===== src/rtl/smbh_pkg.sv =====
package smbh_pkg;
   localparam int unsigned BYTE_W  = 8;
   localparam int unsigned PROTO_W = 3;
   localparam int unsigned NBYTE   = 4;             // command, address, data low, data high
   localparam int unsigned WORD_W  = 2 * BYTE_W;
   localparam int unsigned MIN_ADDR_W = 4;

   // register offsets
   localparam int unsigned OFS_STAT = 0;
   localparam int unsigned OFS_CTL  = 2;
   localparam int unsigned OFS_CMD  = 3;
   localparam int unsigned OFS_ADR  = 4;
   localparam int unsigned OFS_DLO  = 5;
   localparam int unsigned OFS_DHI  = 6;

   // control bit positions
   localparam int unsigned CB_IEN   = 0;
   localparam int unsigned CB_KILL  = 1;
   localparam int unsigned CB_START = 6;
   localparam int unsigned CTL_KEEP = 5;            // bits 4:0 are stored

   // protocol codes
   localparam logic [PROTO_W-1:0] PR_QUICK = 3'd0;
   localparam logic [PROTO_W-1:0] PR_BYTE  = 3'd1;
   localparam logic [PROTO_W-1:0] PR_BDAT  = 3'd2;
   localparam logic [PROTO_W-1:0] PR_WDAT  = 3'd3;
   localparam logic [PROTO_W-1:0] PR_PCALL = 3'd4;

   typedef enum logic [1:0] {SQ_IDLE, SQ_REQ, SQ_WAIT} seq_state_e;

   function automatic logic proto_ok(input logic [PROTO_W-1:0] p);
      return p <= PR_PCALL;
   endfunction
endpackage


===== src/rtl/smbh_regs.sv =====
module smbh_regs
   import smbh_pkg::*;
(
   input  logic                      clk,
   input  logic                      rst_n,
   input  logic [NBYTE-1:0]          wr_byte,
   input  logic                      wr_ctl,
   input  logic [BYTE_W-1:0]         wdata,
   input  logic                      ld_lo,
   input  logic                      ld_hi,
   input  logic [WORD_W-1:0]         ld_val,
   output logic [NBYTE*BYTE_W-1:0]   bytes_q,
   output logic [CTL_KEEP-1:0]       ctl_q
);
   logic [NBYTE-1:0]        ld_vec;
   logic [NBYTE*BYTE_W-1:0] ld_bus;

   // slots 2/3 are data low/high and take bus read data
   assign ld_vec = {ld_hi, ld_lo, 2'b00};
   assign ld_bus = {ld_val, {WORD_W{1'b0}}};

   for (genvar i = 0; i < NBYTE; i++) begin : g_byte
      logic [BYTE_W-1:0] q;
      always_ff @(posedge clk) begin
         if (!rst_n)          q <= '0;
         else if (ld_vec[i])  q <= ld_bus[i*BYTE_W +: BYTE_W];
         else if (wr_byte[i]) q <= wdata;
      end
      assign bytes_q[i*BYTE_W +: BYTE_W] = q;
   end

   always_ff @(posedge clk) begin
      if (!rst_n)      ctl_q <= '0;
      else if (wr_ctl) ctl_q <= wdata[CTL_KEEP-1:0];
   end
endmodule


===== src/rtl/smbh_seq.sv =====
module smbh_seq
   import smbh_pkg::*;
(
   input  logic                clk,
   input  logic                rst_n,
   input  logic                start,
   input  logic                kill,
   input  logic                dev_err,
   input  logic [PROTO_W-1:0]  proto_in,
   input  logic [BYTE_W-1:0]   adr_in,
   input  logic [BYTE_W-1:0]   cmd_in,
   input  logic [WORD_W-1:0]   wd_in,
   output logic                op_valid,
   input  logic                op_ready,
   output logic [PROTO_W-1:0]  op_proto,
   output logic [6:0]          op_addr,
   output logic                op_read,
   output logic [BYTE_W-1:0]   op_cmd,
   output logic [WORD_W-1:0]   op_wdata,
   input  logic                op_done,
   input  logic                op_err,
   output logic                busy,
   output logic                set_done,
   output logic                set_fault,
   output logic                ld_lo,
   output logic                ld_hi
);
   seq_state_e          st_q;
   logic [PROTO_W-1:0]  pr_q;
   logic [BYTE_W-1:0]   adr_q, cmd_q;
   logic [WORD_W-1:0]   wd_q;
   logic                go, finish_ok, rd_byte, rd_word;

   assign go = (st_q == SQ_IDLE) && start && !kill && !dev_err && proto_ok(proto_in);

   always_ff @(posedge clk) begin
      if (!rst_n) begin
         st_q  <= SQ_IDLE;
         pr_q  <= '0;
         adr_q <= '0;
         cmd_q <= '0;
         wd_q  <= '0;
      end else begin
         unique case (st_q)
            SQ_IDLE: if (go) begin
               st_q  <= SQ_REQ;
               pr_q  <= proto_in;
               adr_q <= adr_in;
               cmd_q <= cmd_in;
               wd_q  <= wd_in;
            end
            SQ_REQ:  if (kill) st_q <= SQ_IDLE;
                     else if (op_ready) st_q <= SQ_WAIT;
            SQ_WAIT: if (kill || op_done) st_q <= SQ_IDLE;
            default: st_q <= SQ_IDLE;
         endcase
      end
   end

   assign busy     = (st_q != SQ_IDLE);
   assign op_valid = (st_q == SQ_REQ);
   assign op_proto = pr_q;
   assign op_addr  = adr_q[7:1];
   assign op_read  = adr_q[0];
   assign op_cmd   = cmd_q;
   assign op_wdata = wd_q;

   assign finish_ok = (st_q == SQ_WAIT) && !kill && op_done;
   assign rd_word   = (pr_q == PR_PCALL) || (adr_q[0] && pr_q == PR_WDAT);
   assign rd_byte   = adr_q[0] && (pr_q == PR_BYTE || pr_q == PR_BDAT);

   assign set_done  = finish_ok && !op_err;
   assign set_fault = (finish_ok && op_err) ||
                      ((st_q == SQ_IDLE) && start && !kill && !proto_ok(proto_in));
   assign ld_lo     = set_done && (rd_byte || rd_word);
   assign ld_hi     = set_done && rd_word;

   AST_NO_REQ_ON_FAULT: assert property (@(posedge clk) disable iff (!rst_n)
      (start && dev_err && !busy) |=> !op_valid);
   AST_REQ_HOLD: assert property (@(posedge clk) disable iff (!rst_n)
      (op_valid && !op_ready && !kill) |=> (op_valid && $stable(op_addr) && $stable(op_proto) && $stable(op_wdata)));
   AST_BUSY_FALL: assert property (@(posedge clk) disable iff (!rst_n)
      $fell(busy) |-> $past(op_done || kill));
   AST_KILL_DROPS: assert property (@(posedge clk) disable iff (!rst_n)
      kill |=> !busy);
endmodule


===== src/rtl/smbh_status.sv =====
module smbh_status
   import smbh_pkg::*;
#(
   parameter int unsigned IRQ_REG = 0
)(
   input  logic              clk,
   input  logic              rst_n,
   input  logic              wr_stat,
   input  logic [7:1]        wclr,
   input  logic [7:1]        set_vec,
   input  logic              busy,
   input  logic              ien,
   output logic [BYTE_W-1:0] stat,
   output logic              irq
);
   logic [7:1] flg_q;
   logic [7:1] clr;

   if (IRQ_REG > 1) begin : g_bad_irq
      $error("IRQ_REG must be 0 or 1");
   end

   assign clr = wr_stat ? wclr : '0;

   always_ff @(posedge clk) begin
      if (!rst_n) flg_q <= '0;
      else        flg_q <= (flg_q & ~clr) | set_vec;
   end

   assign stat = {flg_q, busy};

   if (IRQ_REG == 1) begin : g_irq_ff
      logic irq_q;
      always_ff @(posedge clk) begin
         if (!rst_n) irq_q <= 1'b0;
         else        irq_q <= ien && (|flg_q);
      end
      assign irq = irq_q;
   end else begin : g_irq_comb
      assign irq = ien && (|flg_q);
      AST_IRQ_QUIET: assert property (@(posedge clk) disable iff (!rst_n)
         (flg_q == '0) |-> !irq);
   end

   AST_FAULT_STICKY: assert property (@(posedge clk) disable iff (!rst_n)
      (stat[2] && !(wr_stat && wclr[2])) |=> stat[2]);
   AST_SET_WINS: assert property (@(posedge clk) disable iff (!rst_n)
      (set_vec[1] && wr_stat && wclr[1]) |=> stat[1]);
endmodule


===== src/rtl/smbh_host_seq.sv =====
module smbh_host_seq
   import smbh_pkg::*;
#(
   parameter int unsigned ADDR_W  = 4,
   parameter int unsigned IRQ_REG = 0
)(
   input  logic              clk,
   input  logic              rst_n,
   input  logic              reg_wr,
   input  logic [ADDR_W-1:0] reg_addr,
   input  logic [7:0]        reg_wdata,
   output logic [7:0]        reg_rdata,
   output logic              irq,
   output logic              op_valid,
   input  logic              op_ready,
   output logic [2:0]        op_proto,
   output logic [6:0]        op_addr,
   output logic              op_read,
   output logic [7:0]        op_cmd,
   output logic [15:0]       op_wdata,
   input  logic              op_done,
   input  logic              op_err,
   input  logic [15:0]       op_rdata
);
   if (ADDR_W < MIN_ADDR_W) begin : g_bad_aw
      $error("ADDR_W too narrow for the register map");
   end

   logic                    wr_stat, wr_ctl, start, kill;
   logic [NBYTE-1:0]        wr_byte;
   logic [NBYTE*BYTE_W-1:0] bytes_q;
   logic [CTL_KEEP-1:0]     ctl_q;
   logic [BYTE_W-1:0]       stat;
   logic                    busy, set_done, set_fault, ld_lo, ld_hi;
   logic [7:1]              set_vec;

   assign wr_stat = reg_wr && (reg_addr == ADDR_W'(OFS_STAT));
   assign wr_ctl  = reg_wr && (reg_addr == ADDR_W'(OFS_CTL));
   assign wr_byte = {reg_wr && (reg_addr == ADDR_W'(OFS_DHI)),
                     reg_wr && (reg_addr == ADDR_W'(OFS_DLO)),
                     reg_wr && (reg_addr == ADDR_W'(OFS_ADR)),
                     reg_wr && (reg_addr == ADDR_W'(OFS_CMD))};
   assign start   = wr_ctl && reg_wdata[CB_START];
   assign kill    = wr_ctl && reg_wdata[CB_KILL];

   smbh_regs u_regs (
      .clk     (clk),
      .rst_n   (rst_n),
      .wr_byte (wr_byte),
      .wr_ctl  (wr_ctl),
      .wdata   (reg_wdata),
      .ld_lo   (ld_lo),
      .ld_hi   (ld_hi),
      .ld_val  (op_rdata),
      .bytes_q (bytes_q),
      .ctl_q   (ctl_q)
   );

   smbh_seq u_seq (
      .clk       (clk),
      .rst_n     (rst_n),
      .start     (start),
      .kill      (kill),
      .dev_err   (stat[2]),
      .proto_in  (reg_wdata[4:2]),
      .adr_in    (bytes_q[15:8]),
      .cmd_in    (bytes_q[7:0]),
      .wd_in     (bytes_q[31:16]),
      .op_valid  (op_valid),
      .op_ready  (op_ready),
      .op_proto  (op_proto),
      .op_addr   (op_addr),
      .op_read   (op_read),
      .op_cmd    (op_cmd),
      .op_wdata  (op_wdata),
      .op_done   (op_done),
      .op_err    (op_err),
      .busy      (busy),
      .set_done  (set_done),
      .set_fault (set_fault),
      .ld_lo     (ld_lo),
      .ld_hi     (ld_hi)
   );

   // bit 4 failed, bit 2 device fault, bit 1 done
   assign set_vec = {3'b000, kill, 1'b0, set_fault, set_done};

   smbh_status #(.IRQ_REG(IRQ_REG)) u_stat (
      .clk     (clk),
      .rst_n   (rst_n),
      .wr_stat (wr_stat),
      .wclr    (reg_wdata[7:1]),
      .set_vec (set_vec),
      .busy    (busy),
      .ien     (ctl_q[CB_IEN]),
      .stat    (stat),
      .irq     (irq)
   );

   always_comb begin
      reg_rdata = '0;
      if      (reg_addr == ADDR_W'(OFS_STAT)) reg_rdata = stat;
      else if (reg_addr == ADDR_W'(OFS_CTL))  reg_rdata = {3'b000, ctl_q};
      else if (reg_addr == ADDR_W'(OFS_CMD))  reg_rdata = bytes_q[7:0];
      else if (reg_addr == ADDR_W'(OFS_ADR))  reg_rdata = bytes_q[15:8];
      else if (reg_addr == ADDR_W'(OFS_DLO))  reg_rdata = bytes_q[23:16];
      else if (reg_addr == ADDR_W'(OFS_DHI))  reg_rdata = bytes_q[31:24];
   end

   AST_BUSY_SURVIVES_W1C: assert property (@(posedge clk) disable iff (!rst_n)
      (busy && wr_stat && !op_done && !kill) |=> stat[0]);
   AST_START_BUSY_IGNORED: assert property (@(posedge clk) disable iff (!rst_n)
      (start && op_valid && !kill && !op_ready) |=> $stable(op_cmd));
endmodule


===== config.mk =====
export PLATFORM = sky130hd
export DESIGN_NAME = smbh_host_seq
export DESIGN_NICKNAME = d
export VERILOG_FILES = /design/src/rtl/smbh_pkg.sv /design/src/rtl/smbh_regs.sv /design/src/rtl/smbh_seq.sv /design/src/rtl/smbh_status.sv /design/src/rtl/smbh_host_seq.sv
export SDC_FILE = /design/constraint.sdc
export NUM_CORES = 1
export LEC_CHECK = 0
export CAP_MARGIN = 20
export CORE_ASPECT_RATIO = 0.9
export CORE_MARGIN = 2
export CORE_UTILIZATION = 46
export CTS_CLUSTER_DIAMETER = 50
export DETAILED_ROUTE_END_ITERATION = 10
export PLACE_DENSITY_LB_ADDON = 0.05
export SETUP_SLACK_MARGIN = 0.1
export SYNTH_ARGS = -nofsm -noshare
export SYNTH_HDL_FRONTEND = slang
export SYNTH_SLANG_ARGS = --single-unit
export TNS_END_PERCENT = 5

===== constraint.sdc =====
create_clock -name clk -period 2 [get_ports clk]
set_input_delay 0.5 -clock clk [delete_from_list [all_inputs] [get_ports clk]]
set_output_delay 0.5 -clock clk [all_outputs]
set_load 0.05 [all_outputs]

### Word-level counts from Yosys, hierarchy flattened

Index checks and enable logic that the tools add are counted.
Widths: inputs -> output; s select.

* register bits: 81
* input port bits: 34
* output and inout bits: 45
* word-level logic and storage cells: 84

* order comparisons: 1
* eq/ne operators: 14
* muxes and demuxes: 16
* bitwise gates (word level): 3
* reductions and logical operators: 39

Operators with widths (number)
* $mux 8: 10
* $logic_and 1x1->1: 22
* $eq 4x3->1 const B: 3
* $eq 4x2->1 const B: 2
* $mux 2: 4
* $and 7x7->7: 1
* $mux 7: 1
* $not 7->7: 1
* $or 7x4->7: 1
* $reduce_or 7->1: 1
* $eq 3x2->1 const B: 2
* $pmux 2 s3: 1
* $reduce_bool 2->1: 3
* $logic_or 1x1->1: 5
* $logic_not 1->1: 4
* $logic_not 4->1: 1
* $ne 2x1->1 const B: 2
* $eq 3x1->1 const B: 1
* $eq 3x3->1 const B: 1
* $le 3x3->1 const B: 1
* $ne 3x1->1 const B: 1
* $reduce_and 3->1: 1
* $eq 2x1->1 const B: 1
* $eq 2x2->1 const B: 1
* other kinds (2): 2

### Longest topological paths before layout

* word-level depth: 9
* depth in mapped cells: 7
* gate-level depth less buffers: 4

### By module

From an unflattened synthesis, not the netlist that was laid out.

* cell total of the unflattened synthesis: 436
* area total of the unflattened synthesis: 4161.5 um^2

Modules (own cells, without submodules)
* smbh_regs: times used 1, cells an instance 138, area each 1670.4 um^2, seq. area each 740.7 um^2
* smbh_seq: times used 1, cells an instance 177, area each 1600.3 um^2, seq. area each 740.7 um^2
* smbh_host_seq: times used 1, cells an instance 96, area each 619.3 um^2, seq. area each 0.0 um^2
* smbh_status: times used 1, cells an instance 25, area each 271.5 um^2, seq. area each 140.1 um^2

### Least setup slack after synthesis

No wires, ideal clock.

* path type: input -> output
* from: in reg_addr[0]
* to: out reg_rdata[1]
* arrival time: 2.560 ns
* data required time: 1.500 ns
* setup slack: -1.060 ns
* cell stages on the path: 5
* buffers on the path: 2
* path through: clkbuf_1 -> buf_2 -> nor2_1 -> a221oi_1 -> a211oi_1

* longest elaborated chain between the ends: 7
* elaborated cells between the ends (all ways): 12
* classes of those cells: eq/ne: 5; mux: 6; reduce/logical: 1

RTL lines
* start, declared: line smbh_host_seq.sv:10 `input logic [ADDR_W-1:0] reg_addr,`
* $eq 4x3->1: line smbh_host_seq.sv:107 `else if (reg_addr == ADDR_W'(OFS_DHI)) reg_rdata = bytes_q[31:24];`
* $mux 8: line smbh_host_seq.sv:107
* $mux 8: line smbh_host_seq.sv:106 `else if (reg_addr == ADDR_W'(OFS_DLO)) reg_rdata = bytes_q[23:16];`
* $mux 8: line smbh_host_seq.sv:105 `else if (reg_addr == ADDR_W'(OFS_ADR)) reg_rdata = bytes_q[15:8];`
* $mux 8: line smbh_host_seq.sv:104 `else if (reg_addr == ADDR_W'(OFS_CMD)) reg_rdata = bytes_q[7:0];`
* $mux 8: line smbh_host_seq.sv:103 `else if (reg_addr == ADDR_W'(OFS_CTL)) reg_rdata = {3'b000, ctl_q};`
* $mux 8 *: line smbh_host_seq.sv:102 `if (reg_addr == ADDR_W'(OFS_STAT)) reg_rdata = stat;`
* end, declared: line smbh_host_seq.sv:12 `output logic [7:0] reg_rdata,`

Mark *: on every way between the ends. The rest lies on a longest branch, timed or not.

### Final worst setup path

Same ends and word-level chain as after synthesis.

==> flow_summary.ini <==
[grt]
grt_usage_pct = 26.9
grt_pass1_vias = 3545
grt_first_pass_wirelength_um = 18800
antenna_found_initial = 0
grt_max_degree = 82
grt_overflow = 0

[outcome]
status = finished with violations
failed_checks = negative setup slack

[detailed_routing]
drc_errors = 0
wl_met2_um = 5760
met1_length_um = 5220
drt-total-wl_um = 11800
via_per_inst = 5.50
drt-initial-drc-count = 168
avgRoutedWirePerCell_um = 18.1
first_pass_iters = 4
num_vias = 3589
routed.top_layer = met4
wl_met3_um = 687
ant_nets = 0

[logic_synthesis]
synth-async-reset-ratio_pct = 0
synth-xor-area-share_pct = 0
yosys_warnings = 0
mappedNetlistNets = 459
synth_compound_gate_area_share_pct = 19.8
syn_area_mm2 = 0.00381
yosysSeqAreaShare_pct = 42.5
ys.flop_type = dfxtp_1
synth_top_family_by_area = simple AND/OR/NAND/NOR gates
avgSynthCellArea_um2 = 8.97
synth_cells = 425
synthAdderAreaFrac_pct = 0
synth_edf_count = 0
yosysUniqueCellTypes = 50
ys_ff_latch = 81
synth_simple_gate_area_share_pct = 21.3
synth_mux_area_share_pct = 10.9

[pwr]
power.switching_w = 0.000878
p_per_area_mw_per_mm2 = 619
ir_drop_mv = 0.484
p_sw_share_pct = 24.5
power_frac_comb_pct = 12.3
p_seq_share_pct = 45.5
power.internal_w = 0.00271
p_leak_nw = 2.17
clkPwrFrac_pct = 42.2

[floorplanning]
ios = 79
die_area_mm2 = 0.00904
core-area_mm2 = 0.00803
row_count = 31
die_x_um = 100
initial_core_util_pct = 47.5
fp.dieH_um = 90.4

[place]
place.gp.congestion = 0.868
portBuffers = 78
dp_hpwl_um = 8260
pre_cts_ws_ns = -0.736

[worst_hold_path]
min_path_cells = 2
hold_path_class = flip-flop to flip-flop
min-delay-start = u_seq.adr_q[7]$_SDFFE_PN0P_
hold_end = u_seq.adr_q[7]$_SDFFE_PN0P_

[clock_network]
cts.clk_slew.worst_paths_ns = 0.09
cts_buffers = 9
htreeDepth = 3
clkSinkCount = 81
cts-root-buf = clkbuf_8
cts_tree = built
clk_latency_ns = 0.35
cts_buffer_depth = 2
ctsHoldBuffers = 0

[sta]
whs_ns = 0.453
finClkSkew_ns = 0.00864
setup-violations-final = 8
final.period_utilization_pct = 108
rsz0062_at_grt = yes
slew_headroom_pct = 34.9
fin_ws_ns = -0.158
drv_slew = 0
final_hold_viol_count = 0
max_freq_ghz = 0.463
tightestPinTransition_ns = 0.972
min_period_ns = 2.16
fin_tns_setup_ns = -1.03

[worst_setup_path]
cpMostUsedCell = buf_12
rrSetupSlack_ns = 0.08
r2r-start = u_stat.flg_q[2]$_SDFF_PN0_
required_ns = 1.50
cp.arrival_ns = 1.66
start_kind = input pin
reg2reg_to = u_seq.op_proto[2]$_SDFFE_PN0P_
critical_path_class = input pin to output port
end_kind = output port
cpMaxStageDelayCell = mux2_4
slowest_delay_ns = 0.30
reg2reg_depth = 7
crit_chain = buf_12 > buf_12 > mux2_4 > a221oi_2 > buf_4 > a211oi_4 > buf_12
cp_max_fo = 5

[finish]
fin_nets = 583
final_common_cell = dfxtp_1
drive_above_1_share_pct = 34.7
final_cell_mix = dfxtp_1, nand2_1, buf_4, mux2i_1
antenna_cells = 0
syn_to_final_growth_pct = 52.0

[job]
max_cap_violations = 0
kinds of logic after synthesis:
family / after synthesis
buffers and inverters: 33
DFF: 81
muxes: 41
AOI/OAI and AO/OA: 108
and+or+nand+nor: 162
metal layers:
| layer | track usage, % | vias to the layer above |
|---|---|---|
| met5 | 0 | - |
| met2 | 45.0 | 121 |
| met1 | 35.8 | 1703 |
| met4 | 6.74 | 0 |
| met3 | 4.88 | 16 |
| li1 | - | 1749 |
registers in the layout (all words and copies together) (netlist names):
register	cells
u_seq.st_q	2
u_seq.op_proto	3
u_seq.adr_q	8
u_seq.op_wdata	16
u_seq.op_cmd	8
u_stat.flg_q	7
u_regs.g_byte.q	32
u_regs.ctl_q	5
Yosys cell counts (2+ instances only):
master,instances,share of area (%)
a22oi_1,5,0.98
and3_1,2,0.33
nor2b_1,28,4.6
o22ai_1,3,0.49
a21boi_0,5,0.98
dfxtp_1,81,43
a21boi_1,30,5.9
nor4b_1,2,0.46
buf_8,3,1.2
nor3_2,2,0.52
nand2b_1,3,0.49
nand2_1,84,8.3
a31oi_1,9,1.5
o21ai_0,2,0.26
clkbuf_1,14,1.4
o31ai_1,16,3.1
nor3b_1,3,0.59
a221oi_1,4,0.92
mux2i_1,37,9.7
nor2_1,15,1.5
nor3_1,5,0.66
buf_6,2,0.59
or2_2,7,1.1
buf_1,4,0.39
mux2_2,4,1.2
a211oi_1,5,0.98
a21oi_1,22,2.9
buf_2,6,0.79
final cells by class:
type                            count  area [um2]
Tap cell                           99         124
Timing Repair Buffer              146        1500
Sequential cell                    81        1620
Clock buffer                        9         124
Clock inverter                      7         133
Multi-Input combinational cell    311        2290
Fill cell                         631        2230
power by group through the flow:
| stage | Clock [W] | Sequential (W) | Combinational [W] |
|---|---|---|---|
| 2_1_floorplan | 0 | 0.00167 | 0.000187 |
| 3_3_place_gp | 0 | 0.00167 | 0.000375 |
| 3_5_place_dp | 0 | 0.00167 | 0.000379 |
| 4_1_cts | 0.00153 | 0.00163 | 0.000423 |
| 5_1_grt | 0.00159 | 0.00163 | 0.000461 |
| 6_report | 0.00152 | 0.00163 | 0.000440 |
what timing repair did:
action / in CTS / in global routing
endpoints found under the setup margin: 69 / 43
buffers inserted: 3 / 5
pin swaps: 19 / 28
gates resized for setup: 60 / 26
endpoints found under the hold margin: 0 / 0
gates cloned: 3 / 0
worst max-delay path by stage:
stage / from / end / slack [ns] / cells after the start
finish: reg_addr[0] / reg_rdata[1] / -0.16 / 7
global route: reg_addr[0] / reg_rdata[1] / -0.19 / 7
CTS: reg_addr[0] / reg_rdata[2] / -0.17 / 7
detailed placement: reg_addr[0] / reg_rdata[2] / -0.74 / 7
global placement: reg_addr[0] / reg_rdata[4] / -0.64 / 7
floorplan: reg_addr[0] / reg_rdata[3] / -0.1 / 6
through the flow:
stage                     cells  utilization (%)  cell area (um2)  power [W]
after floorplan             425                -             3960    0.00185
after global routing        653             72.2             5800    0.00369
after CTS                   650             70.9             5690    0.00358
final                       653             72.2             5800    0.00359
after detailed placement    629             64.6             5190    0.00205
after global placement      629             64.6             5190    0.00204
worst max-delay path: cells and delay by family:
kind                   cells  cell delay (ns)
muxes                      1             0.30
buffers and inverters      4             0.56
AOI/OAI and AO/OA          2             0.28
No activity file was read; power rests on OpenSTA's default activity.
